File: src/rtl/nand_tim_pkg.sv
// Shared types for the NAND access phase sequencer.
// Assumes: nothing beyond IEEE 1800-2017.
package nand_tim_pkg;
    typedef enum logic [2:0] {
        PH_IDLE  = 3'd0,
        PH_SETUP = 3'd1,
        PH_CMD   = 3'd2,
        PH_WAITX = 3'd3,
        PH_HOLD  = 3'd4
    } phase_t;
endpackage

File: src/rtl/nand_wait_sync.sv
// Two-flop synchronizer for the asynchronous active-low device wait line.
// Assumes: the extra two cycles of latency are acceptable; resets to "not waiting".
module nand_wait_sync (
    input  logic clk,
    input  logic rst_n,
    input  logic async_i,
    output logic sync_o
);
    logic meta_q;
    logic sync_q;

    // Shift the input through two flops.
    always_ff @(posedge clk) begin
        if (!rst_n) begin
            meta_q <= 1'b1;
            sync_q <= 1'b1;
        end else begin
            meta_q <= async_i;
            sync_q <= meta_q;
        end
    end

    assign sync_o = sync_q;
endmodule

File: src/rtl/nand_field_clamp.sv
// Maps raw timing fields to phase counter reload values (length minus one).
// Reserved codes are clamped: hold 0 -> 1, hold max -> max-1, Hi-Z max -> max-1,
// and wait 0 -> 1. Read hold is extended by two cycles.
// Assumes: CNT_W is FIELD_W+1 so that hold+1 never overflows.
module nand_field_clamp #(
    parameter int FIELD_W = 8,
    parameter int CNT_W   = FIELD_W + 1
) (
    input  logic [FIELD_W-1:0] setup_i,
    input  logic [FIELD_W-1:0] wait_i,
    input  logic [FIELD_W-1:0] hold_i,
    input  logic [FIELD_W-1:0] hiz_i,
    input  logic               write_i,
    output logic [CNT_W-1:0]   setup_m1_o,
    output logic [CNT_W-1:0]   cmd_m1_o,
    output logic [CNT_W-1:0]   hold_m1_o,
    output logic [FIELD_W-1:0] hiz_o
);
    localparam logic [FIELD_W-1:0] FMAX = '1;
    localparam logic [FIELD_W-1:0] FONE = FIELD_W'(1);
    localparam int                 PAD  = CNT_W - FIELD_W;

    logic [FIELD_W-1:0] hold_c;

    // Clamp each field and form the reload values.
    always_comb begin
        if (hold_i == '0)
            hold_c = FONE;
        else if (hold_i == FMAX)
            hold_c = FMAX - FONE;
        else
            hold_c = hold_i;

        setup_m1_o = {{PAD{1'b0}}, setup_i};
        cmd_m1_o   = {{PAD{1'b0}}, ((wait_i == '0) ? FONE : wait_i)};
        if (write_i)
            hold_m1_o = {{PAD{1'b0}}, hold_c} - CNT_W'(1);
        else
            hold_m1_o = {{PAD{1'b0}}, hold_c} + CNT_W'(1);
        hiz_o = (hiz_i == FMAX) ? (FMAX - FONE) : hiz_i;
    end
endmodule

File: src/rtl/nand_phase_counter.sv
// Down counter shared by all timed phases. A load starts a phase of
// (val+1) cycles, and zero_o marks the last cycle of that phase.
// Assumes: the counter holds at zero between phases.
module nand_phase_counter #(
    parameter int W = 9
) (
    input  logic         clk,
    input  logic         rst_n,
    input  logic         load_i,
    input  logic [W-1:0] val_i,
    output logic         zero_o
);
    logic [W-1:0] cnt_q;

    // Reload on a phase change, otherwise count down to zero.
    always_ff @(posedge clk) begin
        if (!rst_n)
            cnt_q <= '0;
        else if (load_i)
            cnt_q <= val_i;
        else if (cnt_q != '0)
            cnt_q <= cnt_q - W'(1);
    end

    assign zero_o = (cnt_q == '0);
endmodule

File: src/rtl/nand_hiz_timer.sv
// Counts the write data Hi-Z window from the start of an access.
// next_zero_o gives the state after the coming edge, so that a registered
// enable can follow it without losing a cycle.
// Assumes: it is loaded on the same edge that accepts a start.
module nand_hiz_timer #(
    parameter int W = 8
) (
    input  logic         clk,
    input  logic         rst_n,
    input  logic         load_i,
    input  logic [W-1:0] val_i,
    output logic         next_zero_o
);
    logic [W-1:0] cnt_q;
    logic [W-1:0] cnt_d;

    // Next value: load, or decrement until zero.
    always_comb begin
        if (load_i)
            cnt_d = val_i;
        else if (cnt_q != '0)
            cnt_d = cnt_q - W'(1);
        else
            cnt_d = cnt_q;
    end

    // Hold the window count.
    always_ff @(posedge clk) begin
        if (!rst_n)
            cnt_q <= '0;
        else
            cnt_q <= cnt_d;
    end

    assign next_zero_o = (cnt_d == '0);
endmodule

File: src/rtl/nand_phase_seq.sv
// Timing sequencer for one NAND common-memory access. The phases are
// setup (setup+1 cycles), command (max(wait,1)+1 cycles, extended while the
// synchronized wait is low) and hold (hold cycles on a write, hold+2 on a read).
// All outputs are registered from the next phase, so the strobes cannot glitch.
// Assumes: the fields are stable in the start cycle; a start is taken only when idle.
module nand_phase_seq #(
    parameter int FIELD_W = 8
) (
    input  logic               clk,
    input  logic               rst_n,
    input  logic               start_i,
    input  logic               write_i,
    input  logic [FIELD_W-1:0] setup_i,
    input  logic [FIELD_W-1:0] wait_i,
    input  logic [FIELD_W-1:0] hold_i,
    input  logic [FIELD_W-1:0] hiz_i,
    input  logic               nwait_i,
    output logic               we_n_o,
    output logic               re_n_o,
    output logic               addr_en_o,
    output logic               data_oe_o,
    output logic               done_o
);
    import nand_tim_pkg::*;

    localparam int CNT_W = FIELD_W + 1;

    phase_t             ph_q, ph_d;
    logic               accept;
    logic               wait_s;
    logic               ld;
    logic [CNT_W-1:0]   ld_val;
    logic               cnt_zero;
    logic               hz_next_zero;
    logic               wr_q, wr_d;
    logic               cmd_d;
    logic [CNT_W-1:0]   setup_m1_c, cmd_m1_c, hold_m1_c;
    logic [FIELD_W-1:0] hiz_c;
    logic [CNT_W-1:0]   cmd_m1_q, hold_m1_q;
    logic               we_n_q, re_n_q, addr_en_q, data_oe_q, done_q;

    assign accept = start_i && (ph_q == PH_IDLE);

    nand_wait_sync u_sync (
        .clk     (clk),
        .rst_n   (rst_n),
        .async_i (nwait_i),
        .sync_o  (wait_s)
    );

    nand_field_clamp #(.FIELD_W(FIELD_W), .CNT_W(CNT_W)) u_clamp (
        .setup_i    (setup_i),
        .wait_i     (wait_i),
        .hold_i     (hold_i),
        .hiz_i      (hiz_i),
        .write_i    (write_i),
        .setup_m1_o (setup_m1_c),
        .cmd_m1_o   (cmd_m1_c),
        .hold_m1_o  (hold_m1_c),
        .hiz_o      (hiz_c)
    );

    nand_phase_counter #(.W(CNT_W)) u_cnt (
        .clk    (clk),
        .rst_n  (rst_n),
        .load_i (ld),
        .val_i  (ld_val),
        .zero_o (cnt_zero)
    );

    nand_hiz_timer #(.W(FIELD_W)) u_hiz (
        .clk         (clk),
        .rst_n       (rst_n),
        .load_i      (accept),
        .val_i       (hiz_c),
        .next_zero_o (hz_next_zero)
    );

    // Capture the direction and the clamped later-phase lengths at accept.
    always_ff @(posedge clk) begin
        if (!rst_n) begin
            wr_q      <= 1'b0;
            cmd_m1_q  <= '0;
            hold_m1_q <= '0;
        end else if (accept) begin
            wr_q      <= write_i;
            cmd_m1_q  <= cmd_m1_c;
            hold_m1_q <= hold_m1_c;
        end
    end

    // Next phase and counter reload.
    always_comb begin
        ph_d   = ph_q;
        ld     = 1'b0;
        ld_val = setup_m1_c;
        case (ph_q)
            PH_IDLE: begin
                if (start_i) begin
                    ph_d   = PH_SETUP;
                    ld     = 1'b1;
                    ld_val = setup_m1_c;
                end
            end
            PH_SETUP: begin
                if (cnt_zero) begin
                    ph_d   = PH_CMD;
                    ld     = 1'b1;
                    ld_val = cmd_m1_q;
                end
            end
            PH_CMD: begin
                if (cnt_zero) begin
                    if (!wait_s) begin
                        ph_d = PH_WAITX;
                    end else begin
                        ph_d   = PH_HOLD;
                        ld     = 1'b1;
                        ld_val = hold_m1_q;
                    end
                end
            end
            PH_WAITX: begin
                if (wait_s) begin
                    ph_d   = PH_HOLD;
                    ld     = 1'b1;
                    ld_val = hold_m1_q;
                end
            end
            PH_HOLD: begin
                if (cnt_zero)
                    ph_d = PH_IDLE;
            end
            default: ph_d = PH_IDLE;
        endcase
    end

    assign wr_d  = accept ? write_i : wr_q;
    assign cmd_d = (ph_d == PH_CMD) || (ph_d == PH_WAITX);

    // Advance the phase register.
    always_ff @(posedge clk) begin
        if (!rst_n)
            ph_q <= PH_IDLE;
        else
            ph_q <= ph_d;
    end

    // Register every output from the next phase.
    always_ff @(posedge clk) begin
        if (!rst_n) begin
            we_n_q    <= 1'b1;
            re_n_q    <= 1'b1;
            addr_en_q <= 1'b0;
            data_oe_q <= 1'b0;
            done_q    <= 1'b0;
        end else begin
            we_n_q    <= !(cmd_d && wr_d);
            re_n_q    <= !(cmd_d && !wr_d);
            addr_en_q <= (ph_d != PH_IDLE);
            data_oe_q <= (ph_d != PH_IDLE) && wr_d && hz_next_zero;
            done_q    <= (ph_q == PH_HOLD) && cnt_zero;
        end
    end

    assign we_n_o    = we_n_q;
    assign re_n_o    = re_n_q;
    assign addr_en_o = addr_en_q;
    assign data_oe_o = data_oe_q;
    assign done_o    = done_q;
endmodule

File: config.mk
export PLATFORM = sky130hd
export DESIGN_NAME = nand_phase_seq
export DESIGN_NICKNAME = d
export VERILOG_FILES = /design/src/rtl/nand_tim_pkg.sv /design/src/rtl/nand_wait_sync.sv /design/src/rtl/nand_field_clamp.sv /design/src/rtl/nand_phase_counter.sv /design/src/rtl/nand_hiz_timer.sv /design/src/rtl/nand_phase_seq.sv
export SDC_FILE = /design/constraint.sdc
export NUM_CORES = 1
export LEC_CHECK = 0
export CORE_UTILIZATION = 35
export DETAILED_ROUTE_END_ITERATION = 7
export PLACE_DENSITY_LB_ADDON = 0.05
export SETUP_SLACK_MARGIN = 0.5
export SYNTH_ARGS = -nofsm -noshare
export SYNTH_HDL_FRONTEND = slang
export SYNTH_SLANG_ARGS = --single-unit
File: constraint.sdc
create_clock -name clk -period 4.07 [get_ports clk]
set_input_delay 0.407 -clock clk [delete_from_list [all_inputs] [get_ports clk]]
set_output_delay 0.407 -clock clk [all_outputs]
set_load 0.01 [all_outputs]
==> results of run 1 <==
## final timing paths
kind,from,to,slack [ns],cells after the start
hold / removal,u_sync.meta_q$_SDFF_PN1_,u_sync.sync_o$_SDFF_PN1_,0.42,1
setup reg to reg,u_cnt.cnt_q[0]$_SDFFE_PN0P_,u_cnt.cnt_q[6]$_SDFFE_PN0P_,1.42,7
setup / recovery,u_cnt.cnt_q[0]$_SDFFE_PN0P_,u_cnt.cnt_q[6]$_SDFFE_PN0P_,1.42,7
hold reg to reg,u_sync.meta_q$_SDFF_PN1_,u_sync.sync_o$_SDFF_PN1_,0.42,1
## stage by stage
| step | cells | hold slack, ns |
|---|---|---|
| after floorplan | 338 | 0.386 |
| after global placement | 462 | 0.415 |
| after detailed placement | 462 | 0.403 |
| after CTS | 470 | 0.431 |
| after global routing | 470 | 0.438 |
| final | 470 | 0.425 |
## sequential cells by signal, summed over array words and instances (netlist names)
register       cells
u_sync.sync_o      1
u_hiz.cnt_q        8
u_sync.meta_q      1
wr_q               1
data_oe_o          1
hold_m1_q          9
addr_en_o          1
cmd_m1_q           8
re_n_o             1
done_o             1
u_cnt.cnt_q        9
we_n_o             1
ph_q               3
## cell families (layout without fill, tap and decap cells)
logic type      after synthesis  count (layout)  share of synthesized area
buf+inv                      35              65                     0.0503
flops                        45              45                      0.323
xor+xnor                     14              14                     0.0440
mux                          10              10                     0.0382
simple gates                124             124                      0.238
fa+ha+maj                    12              12                     0.0566
compound gates               98              98                      0.249
## worst reg2reg max path, stage by stage (launching register included)
cell	delay, ns
dfxtp_1	0.32
inv_1	0.10
ha_1	0.16
or4b_1	0.64
nor4_4	0.64
a311oi_4	0.16
a221o_1	0.32
o221a_1	0.22
## Yosys cell counts, drive strengths merged, types with 5 or more instances
cell type | number | share of area
nand2b | 8 | 0.018
o21ai | 16 | 0.029
ha | 11 | 0.049
a211oi | 6 | 0.016
mux2i | 5 | 0.018
o211ai | 7 | 0.019
a221oi | 6 | 0.019
nor4 | 6 | 0.019
nand3 | 12 | 0.022
dfxtp | 45 | 0.32
inv | 10 | 0.013
mux2 | 5 | 0.020
clkbuf | 21 | 0.028
or3 | 5 | 0.011
nor3 | 12 | 0.023
a21oi | 29 | 0.052
xnor2 | 12 | 0.038
nand2 | 35 | 0.047
nor2 | 24 | 0.033
## cells in the final DEF (no fill, tap or decap), drive strengths merged, types with 3 or more instances in the layout
cell type       n
a221oi          6
or4             3
o2111ai         3
nand4           3
dfxtp          45
o221a           3
o31a            3
ha             11
nand2          35
nor2           24
inv            11
o21ai          16
clkdlybuf4s50  41
o211ai          7
nor3           12
buf             5
o21a            4
xnor2          12
mux2            5
nand2b          8
mux2i           5
nand3b          3
nor4            6
or3             5
nand3          12
clkbuf          5
a21oi          29
a211oi          6
## metal layers
metal / routed length [um] / track usage / up-vias
met5: 0 / 0 / -
met4: 26 / 0.0331 / 0
met3: 248 / 0.0251 / 2
met2: 3150 / 0.267 / 43
met1: 3530 / 0.263 / 1156
li1: - / - / 1303
## cell type report
class / instances / area [sq um] / share of cell area
repair buffers: 46 / 448 / 0.134
well taps: 102 / 128 / 0.0381
inverters: 11 / 41.3 / 0.0123
clock buffers: 5 / 68.8 / 0.0205
clock inverters: 3 / 21.3 / 0.00634
flip-flops and latches: 45 / 901 / 0.269
multi-input cells: 258 / 1750 / 0.521
## power by group through the flow
| stage | clock network [W] | registers [W] | logic (W) |
|---|---|---|---|
| after global placement | 0 | 0.000668 | 0.000940 |
| after detailed placement | 0 | 0.000667 | 0.000933 |
| after global routing | 0.000319 | 0.000676 | 0.00106 |
| after floorplan | 0 | 0.000630 | 0.000761 |
| after CTS | 0.000295 | 0.000657 | 0.000940 |
| final | 0.000285 | 0.000659 | 0.000936 |
==> run summary, run 1 <==
=================================================================================================
Average detailed-routed wire length per instance                                          14.8 um
Pins Over Slew Limit                                                                            0
CTS sink count                                                                                 45
Peak supply drop                                                                       0.000258 V
Total placed instance area                                                             3260 sq um
Final GP Congestion                                                                         0.776
Startpoint types                                                                         register
Y dimension of the die                                                                    91.2 um
Initial antenna violation count                                                                 0
Total power consumption of the routed design                                            0.00188 W
Number of rows created at floorplan                                                            32
Worst EP required                                                                         4.26 ns
Die outline area                                                                       8320 sq um
Worst EP arrival                                                                          2.85 ns
Routed Antenna Nets                                                                             0
Global Route Usage Sum                                                                      0.176
Sequential fraction of the synthesis area                                                   0.323
Top delay family on crit path                                                        simple AND/OR/NAND/NOR gates
Number of hold buffers added after cts                                                          0
Count of unresolved DRC violations after routing                                                0
Setup repair bufs after CTS                                                                     0
DRT Pass-1 Iters                                                                                4
Clock slew at the register clock pins of the worst setup and hold paths                   0.10 ns
Floorplan core area                                                                    7730 sq um
Max-Slew Margin vs Limit                                                                    0.561
Number of buffers inserted by port buffering                                                   41
Number of distinct library cell variants in the gate-level netlist after synthesis             65
Setup repair after global routing missed its margin                                         false
Post-cts gate resize count                                                                      0
Post-synthesis average cell area                                                       8.24 sq um
Synthesis-stage register bit count                                                             45
Maximum number of pins on one net before global-route repair                                   37
Achievable frequency                                                                      377 MHz
Main synth FF type                                                                        dfxtp_1
Worst stage delay on the critical path                                                    0.64 ns
Fillcell total                                                                                799
Number of global-route vias before repair                                                    2302
Kind of end point of the critical path                                                   register
CP Cell Sequence                                                                     inv_1, ha_1, or4b_1, nor4_4, a311oi_4, a221o_1, o221a_1
Final Skew                                                                              0.0138 ns
Clock Latency Late Sink                                                                   0.30 ns
Final WL                                                                                  6960 um
Starting density of the core                                                                0.361
TritonCTS Buffers                                                                               5
Grt total ovfl                                                                                  0
Synth-to-layout area growth                                                                 20.3%
Post-layout nets                                                                              416
Post-layout worst setup margin                                                            1.42 ns
Least-Margin Pin Slew                                                                    0.654 ns
Pre-CTS setup slack                                                                       1.14 ns
Chip Width                                                                                91.2 um
Clk buf depth                                                                                   2
Ratio of total power to cell area                                                     560 nW/um^2
Io pins                                                                                        42
Layout cell share with drive strength beyond 1                                             0.0679
Final Core Density                                                                          0.434
Switch share                                                                                0.417
Maxcap violations                                                                               0
Highest-delay cell along the critical path                                                 or4b_1
Static leakage                                                                            1.23 nW
Proportion of power drawn by the clock network                                              0.152
Post-synthesis net count                                                                      387
Top fanout value on the critical path                                                          10
Via-to-Cell Ratio                                                                            5.33
Clock tree root driver cell                                                              clkbuf_8
Count of inserted antenna diode cells                                                           0
Part of the total power dissipated in sequential elements                                   0.351
Sum of buffers and inverters on the critical path                                               1
P_int                                                                                   0.00110 W
Half-perimeter wire length after detailed placement                                       5150 um
Number of setup violations in the final report                                                  0
Final critical path time including I/O delays and setup                                   2.65 ns
Via count of the routed design                                                               2504
Iteration-0 DRC Markers                                                                       162
Category of the most critical setup path                                             register to register
Total negative slack for setup checks                                                        0 ns
TritonCTS clock tree                                                                        built
Power spent charging and discharging nets                                              0.000784 W
Area of all placed cells without fillers                                               3350 sq um
Area of the mapped netlist                                                             2790 sq um
Global-route wire length before repair                                                   11800 um
Run status                                                                           complete, no violations
Number of cells produced by synthesis                                                         338
H-tree level count                                                                              2
Kind of path behind the tightest hold check                                          register to register
Final hold violations                                                                           0
Fraction of the cycle the final worst path needs                                            0.652
YS warnings                                                                                     0
Comb power frac                                                                             0.498
Async set or reset register ratio after synthesis                                               0
Post-synth EDFFs                                                                                0
=================================================================================================
Power figures use the tool's default switching activity.
==> run 2, diff against run 1 <==
==> constraint.sdc (replaced) <==
create_clock -name clk -period 2.75 [get_ports clk]
set_input_delay 0.275 -clock clk [delete_from_list [all_inputs] [get_ports clk]]
set_output_delay 0.275 -clock clk [all_outputs]
set_load 0.01 [all_outputs]
==> run 2 against run 1 <==
Clock skew decreased by 0.0015 ns. Sequential power up 49%. Register-to-register slack got worse by 0.82 ns. Critical path depth did not move. First-iteration DRC count is 41% lower. Utilization is 2.6 points higher. Clock power grew 110%. Largest cell class unchanged. Global-route usage rose by 0.61 points. Via count up 3.6%.
==> run summary, run 2 (synthesized netlist as in run 1, its figures left out) <==
======================================================================================
Kind of end point of the critical path                                        register
Ratio of total power to cell area                                          856 nW/um^2   +53%
Placed cell count                                                                  469   +1.5%
Worst stage delay on the critical path                                         0.55 ns   -0.09 ns
Clock tree root driver cell                                                   clkbuf_8
Worst EP required                                                              2.96 ns   -1.30 ns
Clk buf depth                                                                        2   unchanged
Floorplan core area                                                         7730 sq um   unchanged
CP Cell Sequence                                                          inv_1, ha_1, or4b_4, o21bai_4, a311oi_4, a221o_1, o221a_1
Maximum number of pins on one net before global-route repair                        22   -41%
Routed Antenna Nets                                                                  0   unchanged
Category of the most critical setup path                                  register to register
Chip Width                                                                     91.2 um   unchanged
Final WL                                                                       7190 um   +3.4%
Number of non-filler instances in the completed layout                             483   +2.8%
Number of setup violations in the final report                                       0   unchanged
Initial antenna violation count                                                      0   unchanged
Final hold violations                                                                0   unchanged
Max-Slew Margin vs Limit                                                         0.574   +0.0128
Count of unresolved DRC violations after routing                                     0   unchanged
Setup repair after global routing missed its margin                               true
Io pins                                                                             42   unchanged
Iteration-0 DRC Markers                                                             96   -41%
Least-Margin Pin Slew                                                         0.638 ns   -0.0151 ns
Die outline area                                                            8320 sq um   unchanged
Clock slew at the register clock pins of the worst setup and hold paths        0.10 ns   about the same
Count of inserted antenna diode cells                                                0   unchanged
Highest-delay cell along the critical path                                      or4b_4
Worst EP arrival                                                               2.36 ns   -0.49 ns
Pins Over Slew Limit                                                                 0   unchanged
Maxcap violations                                                                    0   unchanged
Global-route wire length before repair                                        12100 um   +3.1%
Half-perimeter wire length after detailed placement                            5420 um   +5.1%
Number of hold buffers added after cts                                               0   unchanged
Average detailed-routed wire length per instance                               14.9 um   +0.65%
Worst hold margin                                                             0.408 ns   -0.0168 ns
Sum of buffers and inverters on the critical path                                    1   unchanged
Y dimension of the die                                                         91.2 um   unchanged
DRT Pass-1 Iters                                                                     4   unchanged
Number of buffers inserted by port buffering                                        41   unchanged
Commonest non-fill, non-tap cells in the layout                           45 x dfxtp_1, 35 x nand2_1, 35 x clkdlybuf4s50_1, 29 x a21oi_1, 23 x nor2_1
Layout cell share with drive strength beyond 1                                   0.121   +0.0528
Fillcell total                                                                     771   -3.5%
Final Skew                                                                   0.0123 ns   -0.00148 ns
Most frequent standard cell in the layout excluding fill and tap cells         dfxtp_1
Synth-to-layout area growth                                                      27.6%
TritonCTS Buffers                                                                    5   unchanged
Post-layout nets                                                                   429   +3.1%
Via-to-Cell Ratio                                                                 5.37   +0.81%
Starting density of the core                                                     0.361   unchanged
Startpoint types                                                              register
Peak supply drop                                                            0.000423 V   +64%
Number of rows created at floorplan                                                 32   unchanged
Top fanout value on the critical path                                                9   -1
Top delay family on crit path                                             compound AO/OA/AOI/OAI gates
Global Route Usage Sum                                                           0.182   +0.00609
CTS sink count                                                                      45   unchanged
Number of global-route vias before repair                                         2391   +3.9%
Static leakage                                                                 1.38 nW   +12%
Achievable frequency                                                           465 MHz   +23%
Clock Latency Late Sink                                                        0.30 ns   about the same
Fraction of the cycle the final worst path needs                                 0.782   +0.130
Kind of path behind the tightest hold check                               register to register
Via count of the routed design                                                    2594   +3.6%
Largest registers ranked by flip-flop count                               hold_m1_q: 9 flops, u_cnt.cnt_q: 9 flops
Final GP Congestion                                                              0.804   +3.6%
Run status                                                                complete, no violations
Total negative slack for setup checks                                             0 ns   unchanged
Grt total ovfl                                                                       0   unchanged
Final critical path time including I/O delays and setup                        2.15 ns   -0.504 ns
TritonCTS clock tree                                                             built
Total power consumption of the routed design                                 0.00304 W   +62%
H-tree level count                                                                   2   unchanged
======================================================================================
==> run 2: per-layer routing <==
layer / routed length, um / up-vias / track usage / part of all wire
met3: 163 / 7 / 0.0285 / 0.023
met5: 0 / - / 0 / 0
met1: 3560 / 1221 / 0.245 / 0.49
met2: 3360 / 35 / 0.298 / 0.47
met4: 109 / 0 / 0.0542 / 0.015
li1: - / 1331 / - / -
==> run 2: worst paths after layout <==
kind,start,to,slack [ns],depth (start not counted)
max reg2reg,u_cnt.cnt_q[1]$_SDFFE_PN0P_,u_cnt.cnt_q[6]$_SDFFE_PN0P_,0.60,7
max,u_cnt.cnt_q[1]$_SDFFE_PN0P_,u_cnt.cnt_q[6]$_SDFFE_PN0P_,0.60,7
min,u_sync.meta_q$_SDFF_PN1_,u_sync.sync_o$_SDFF_PN1_,0.41,1
min reg2reg,u_sync.meta_q$_SDFF_PN1_,u_sync.sync_o$_SDFF_PN1_,0.41,1
==> run 2: final cells by class <==
cell class | instances | area (sq um) | area share
Multi-Input combinational cell | 258 | 1790 | 0.503
Clock buffer | 5 | 68.8 | 0.0194
Sequential cell | 45 | 901 | 0.253
Clock inverter | 3 | 68.8 | 0.0194
Timing Repair Buffer | 59 | 561 | 0.158
Tap cell | 102 | 128 | 0.0359
Inverter | 11 | 41.3 | 0.0116
==> run 2: through the flow <==
| stage | area [sq um] | utilization | setup slack, ns |
|---|---|---|---|
| after floorplan | 2790 | - | 0.498 |
| after global placement | 3320 | 0.429 | 0.0852 |
| after detailed placement | 3320 | 0.429 | -0.0133 |
| after CTS | 3520 | 0.456 | 0.451 |
| after global routing | 3560 | 0.460 | 0.474 |
| final | 3560 | 0.460 | 0.599 |
==> run 2: timing repair <==
item                       in CTS  in global routing
setup endpoints to repair      10                 11
hold endpoints to repair        0                  0
resized for setup               6                 10
buffers inserted                6                  0
pin swaps                       8                  8
==> run 2: report_power, final <==
part | total (W) | internal, W | switching, W
Sequential | 0.000983 | 0.000813 | 0.000169
Combinational | 0.00145 | 0.000679 | 0.000774
Clock | 0.000609 | 0.000366 | 0.000243
Total | 0.00304 | 0.00186 | 0.00119
==> run 3, diff against run 2 <==
==> constraint.sdc (replaced) <==
create_clock -name clk -period 1.95 [get_ports clk]
set_input_delay 0.195 -clock clk [delete_from_list [all_inputs] [get_ports clk]]
set_output_delay 0.195 -clock clk [all_outputs]
set_load 0.01 [all_outputs]
==> run 3 against run 2 <==
The run now ends with negative setup slack left. Sequential cell count stayed put. Utilization is 14 points higher. First-iteration DRC count is 49% lower. Cell area is 30% higher. Largest power group unchanged.
==> run summary, run 3 (synthesized netlist as in run 1, its figures left out) <==
======================================================================================
Maximum number of pins on one net before global-route repair                        18   -18%
Kind of path behind the tightest hold check                               register to register
Global Route Usage Sum                                                           0.205   +0.0233
Count of inserted antenna diode cells                                                0   unchanged
Final critical path time including I/O delays and setup                        2.11 ns   -0.0392 ns
DRT Pass-1 Iters                                                                     4   unchanged
Pre-CTS setup slack                                                          -0.625 ns   -0.612 ns
Maxcap violations                                                                    0   unchanged
Power spent charging and discharging nets                                    0.00221 W   +86%
Failing checks                                                            negative setup slack
Global-route wire length before repair                                        13700 um   +13%
TritonCTS clock tree                                                             built
Most frequent standard cell in the layout excluding fill and tap cells           buf_4
Iteration-0 DRC Markers                                                             49   -49%
Worst EP required                                                              2.14 ns   -0.82 ns
Starting density of the core                                                     0.361   unchanged
Comb power frac                                                                  0.650   +0.173
Kind of end point of the critical path                                        register
TritonCTS Buffers                                                                    5   unchanged
Ratio of total power to cell area                                         1200 nW/um^2   +40%
Final hold violations                                                                0   unchanged
Startpoint types                                                              register
Least-Margin Pin Slew                                                         0.578 ns   -0.0601 ns
Clock slew at the register clock pins of the worst setup and hold paths        0.09 ns   about the same
Number of buffers inserted by port buffering                                        41   unchanged
Floorplan core area                                                         7730 sq um   unchanged
Total negative slack for setup checks                                        -0.928 ns   -0.928 ns
Half-perimeter wire length after detailed placement                            6000 um   +11%
Initial antenna violation count                                                      0   unchanged
Synth-to-layout area growth                                                      66.5%
Die outline area                                                            8320 sq um   unchanged
Clock tree root driver cell                                                   clkbuf_8
Number of rows created at floorplan                                                 32   unchanged
Count of unresolved DRC violations after routing                                     0   unchanged
Final WL                                                                       8590 um   +19%
Y dimension of the die                                                         91.2 um   unchanged
H-tree level count                                                                   2   unchanged
CTS sink count                                                                      45   unchanged
Category of the most critical setup path                                  register to register
Largest registers ranked by flip-flop count                               hold_m1_q: 9 flops, u_cnt.cnt_q: 9 flops
Pins Over Slew Limit                                                                 0   unchanged
Layout cell share with drive strength beyond 1                                   0.436   +0.315
Achievable frequency                                                           473 MHz   +1.9%
Part of the total power dissipated in sequential elements                        0.248   -0.075
Final Skew                                                                  0.00742 ns   -0.00492 ns
Clk buf depth                                                                        2   unchanged
Proportion of power drawn by the clock network                                   0.102   -0.098
Io pins                                                                             42   unchanged
Number of hold buffers added after cts                                               0   unchanged
Fraction of the cycle the final worst path needs                                  1.08   +0.301
Setup repair after global routing missed its margin                               true
Number of setup violations in the final report                                      10   +10
Via count of the routed design                                                    2975   +15%
Top fanout value on the critical path                                                9   unchanged
P_int                                                                        0.00336 W   +81%
Final GP Congestion                                                              0.772   -4.0%
Number of global-route vias before repair                                         2888   +21%
Run status                                                                finished, violations left
Worst hold margin                                                             0.415 ns   +0.00756 ns
Switch share                                                                     0.396   +0.00659
Static leakage                                                                 1.89 nW   +38%
Commonest non-fill, non-tap cells in the layout                           74 x buf_4, 35 x dfxtp_1, 32 x clkdlybuf4s50_1, 27 x nand2_1, 20 x buf_6
Peak supply drop                                                            0.000712 V   +69%
Worst EP arrival                                                               2.30 ns   -0.06 ns
Average detailed-routed wire length per instance                               15.1 um   +1.5%
Post-layout worst setup margin                                               -0.162 ns   -0.761 ns
Post-layout nets                                                                   514   +20%
Max-Slew Margin vs Limit                                                         0.609   +0.0356
Clock Latency Late Sink                                                        0.30 ns   about the same
Fillcell total                                                                     687   -11%
Routed Antenna Nets                                                                  0   unchanged
Grt total ovfl                                                                       0   unchanged
Via-to-Cell Ratio                                                                 5.24   -2.5%
Chip Width                                                                     91.2 um   unchanged
======================================================================================
[run 3: cell types whose count changed in the layout (fill, tap and decap cells not counted), moves of 5 or more]
cell            previous run  this run
buf_4                     18        74
buf_6                      0        20
a21oi_1                   29        17
a21oi_2                    0        12
dfxtp_1                   45        35
nand2_1                   35        27
buf_8                      0         6
dfxtp_2                    0         6
nand2_4                    0         6
dlymetal6s2s_1             6         1
[run 3: worst paths after layout]
path	startpoint	endpoint	slack [ns]	cells after the start
worst max register to register	u_cnt.cnt_q[0]$_SDFFE_PN0P_	u_cnt.cnt_q[6]$_SDFFE_PN0P_	-0.16	8
worst min register to register	u_sync.meta_q$_SDFF_PN1_	u_sync.sync_o$_SDFF_PN1_	0.42	1
worst max-delay path	u_cnt.cnt_q[0]$_SDFFE_PN0P_	u_cnt.cnt_q[6]$_SDFFE_PN0P_	-0.16	8
worst min-delay path	u_sync.meta_q$_SDFF_PN1_	u_sync.sync_o$_SDFF_PN1_	0.42	1
[run 3: power by group through the flow]
| stage | clock network, W | registers, W | logic [W] |
|---|---|---|---|
| after floorplan | 0 | 0.00133 | 0.00168 |
| after global placement | 0 | 0.00134 | 0.00255 |
| after detailed placement | 0 | 0.00134 | 0.00256 |
| after CTS | 0.000586 | 0.00135 | 0.00312 |
| after global routing | 0.000621 | 0.00140 | 0.00392 |
| final | 0.000569 | 0.00138 | 0.00362 |
[run 3: layout make-up]
type                            instances  area, sq um  share of cell area
Tap cell                              102          128              0.0275
Inverter                               11         41.3             0.00890
Clock inverter                          2         10.0             0.00216
Multi-Input combinational cell        258         2140               0.462
Timing Repair Buffer                  144         1320               0.285
Sequential cell                        45          923               0.199
Clock buffer                            6         72.6              0.0156
[run 3: worst max-delay path, stage by stage (launching register included)]
cell and delay, ns:
dfxtp_2 0.33, inv_2 0.07, ha_4 0.13, or4b_4 0.46
buf_8 0.16, nor4_4 0.23, a311oi_4 0.13, a221o_1 0.30
o221a_1 0.20
[run 3: per-layer routing]
layer | part of all wire | vias up | track usage
met5 | 0 | - | 0
met4 | 0.0081 | 0 | 0.0397
met3 | 0.019 | 6 | 0.0276
met2 | 0.51 | 35 | 0.360
met1 | 0.47 | 1438 | 0.269
li1 | - | 1496 | -
[run 3: repair_timing]
item / CTS / global route
setup endpoints to repair: 42 / 43
gates resized for setup: 91 / 66
setup buffers: 20 / 12
pin swaps: 43 / 41
cloned: 3 / 1
[run 3: stage by stage]
step           area [sq um]  instances  utilization  total power [W]
4_1_cts                4310        555        0.557          0.00506
3_3_place_gp           3780        524        0.489          0.00389
2_1_floorplan          2850        338            -          0.00301
5_1_grt                4640        568        0.600          0.00594
3_5_place_dp           3780        524        0.489          0.00390
6_report               4640        568        0.600          0.00557
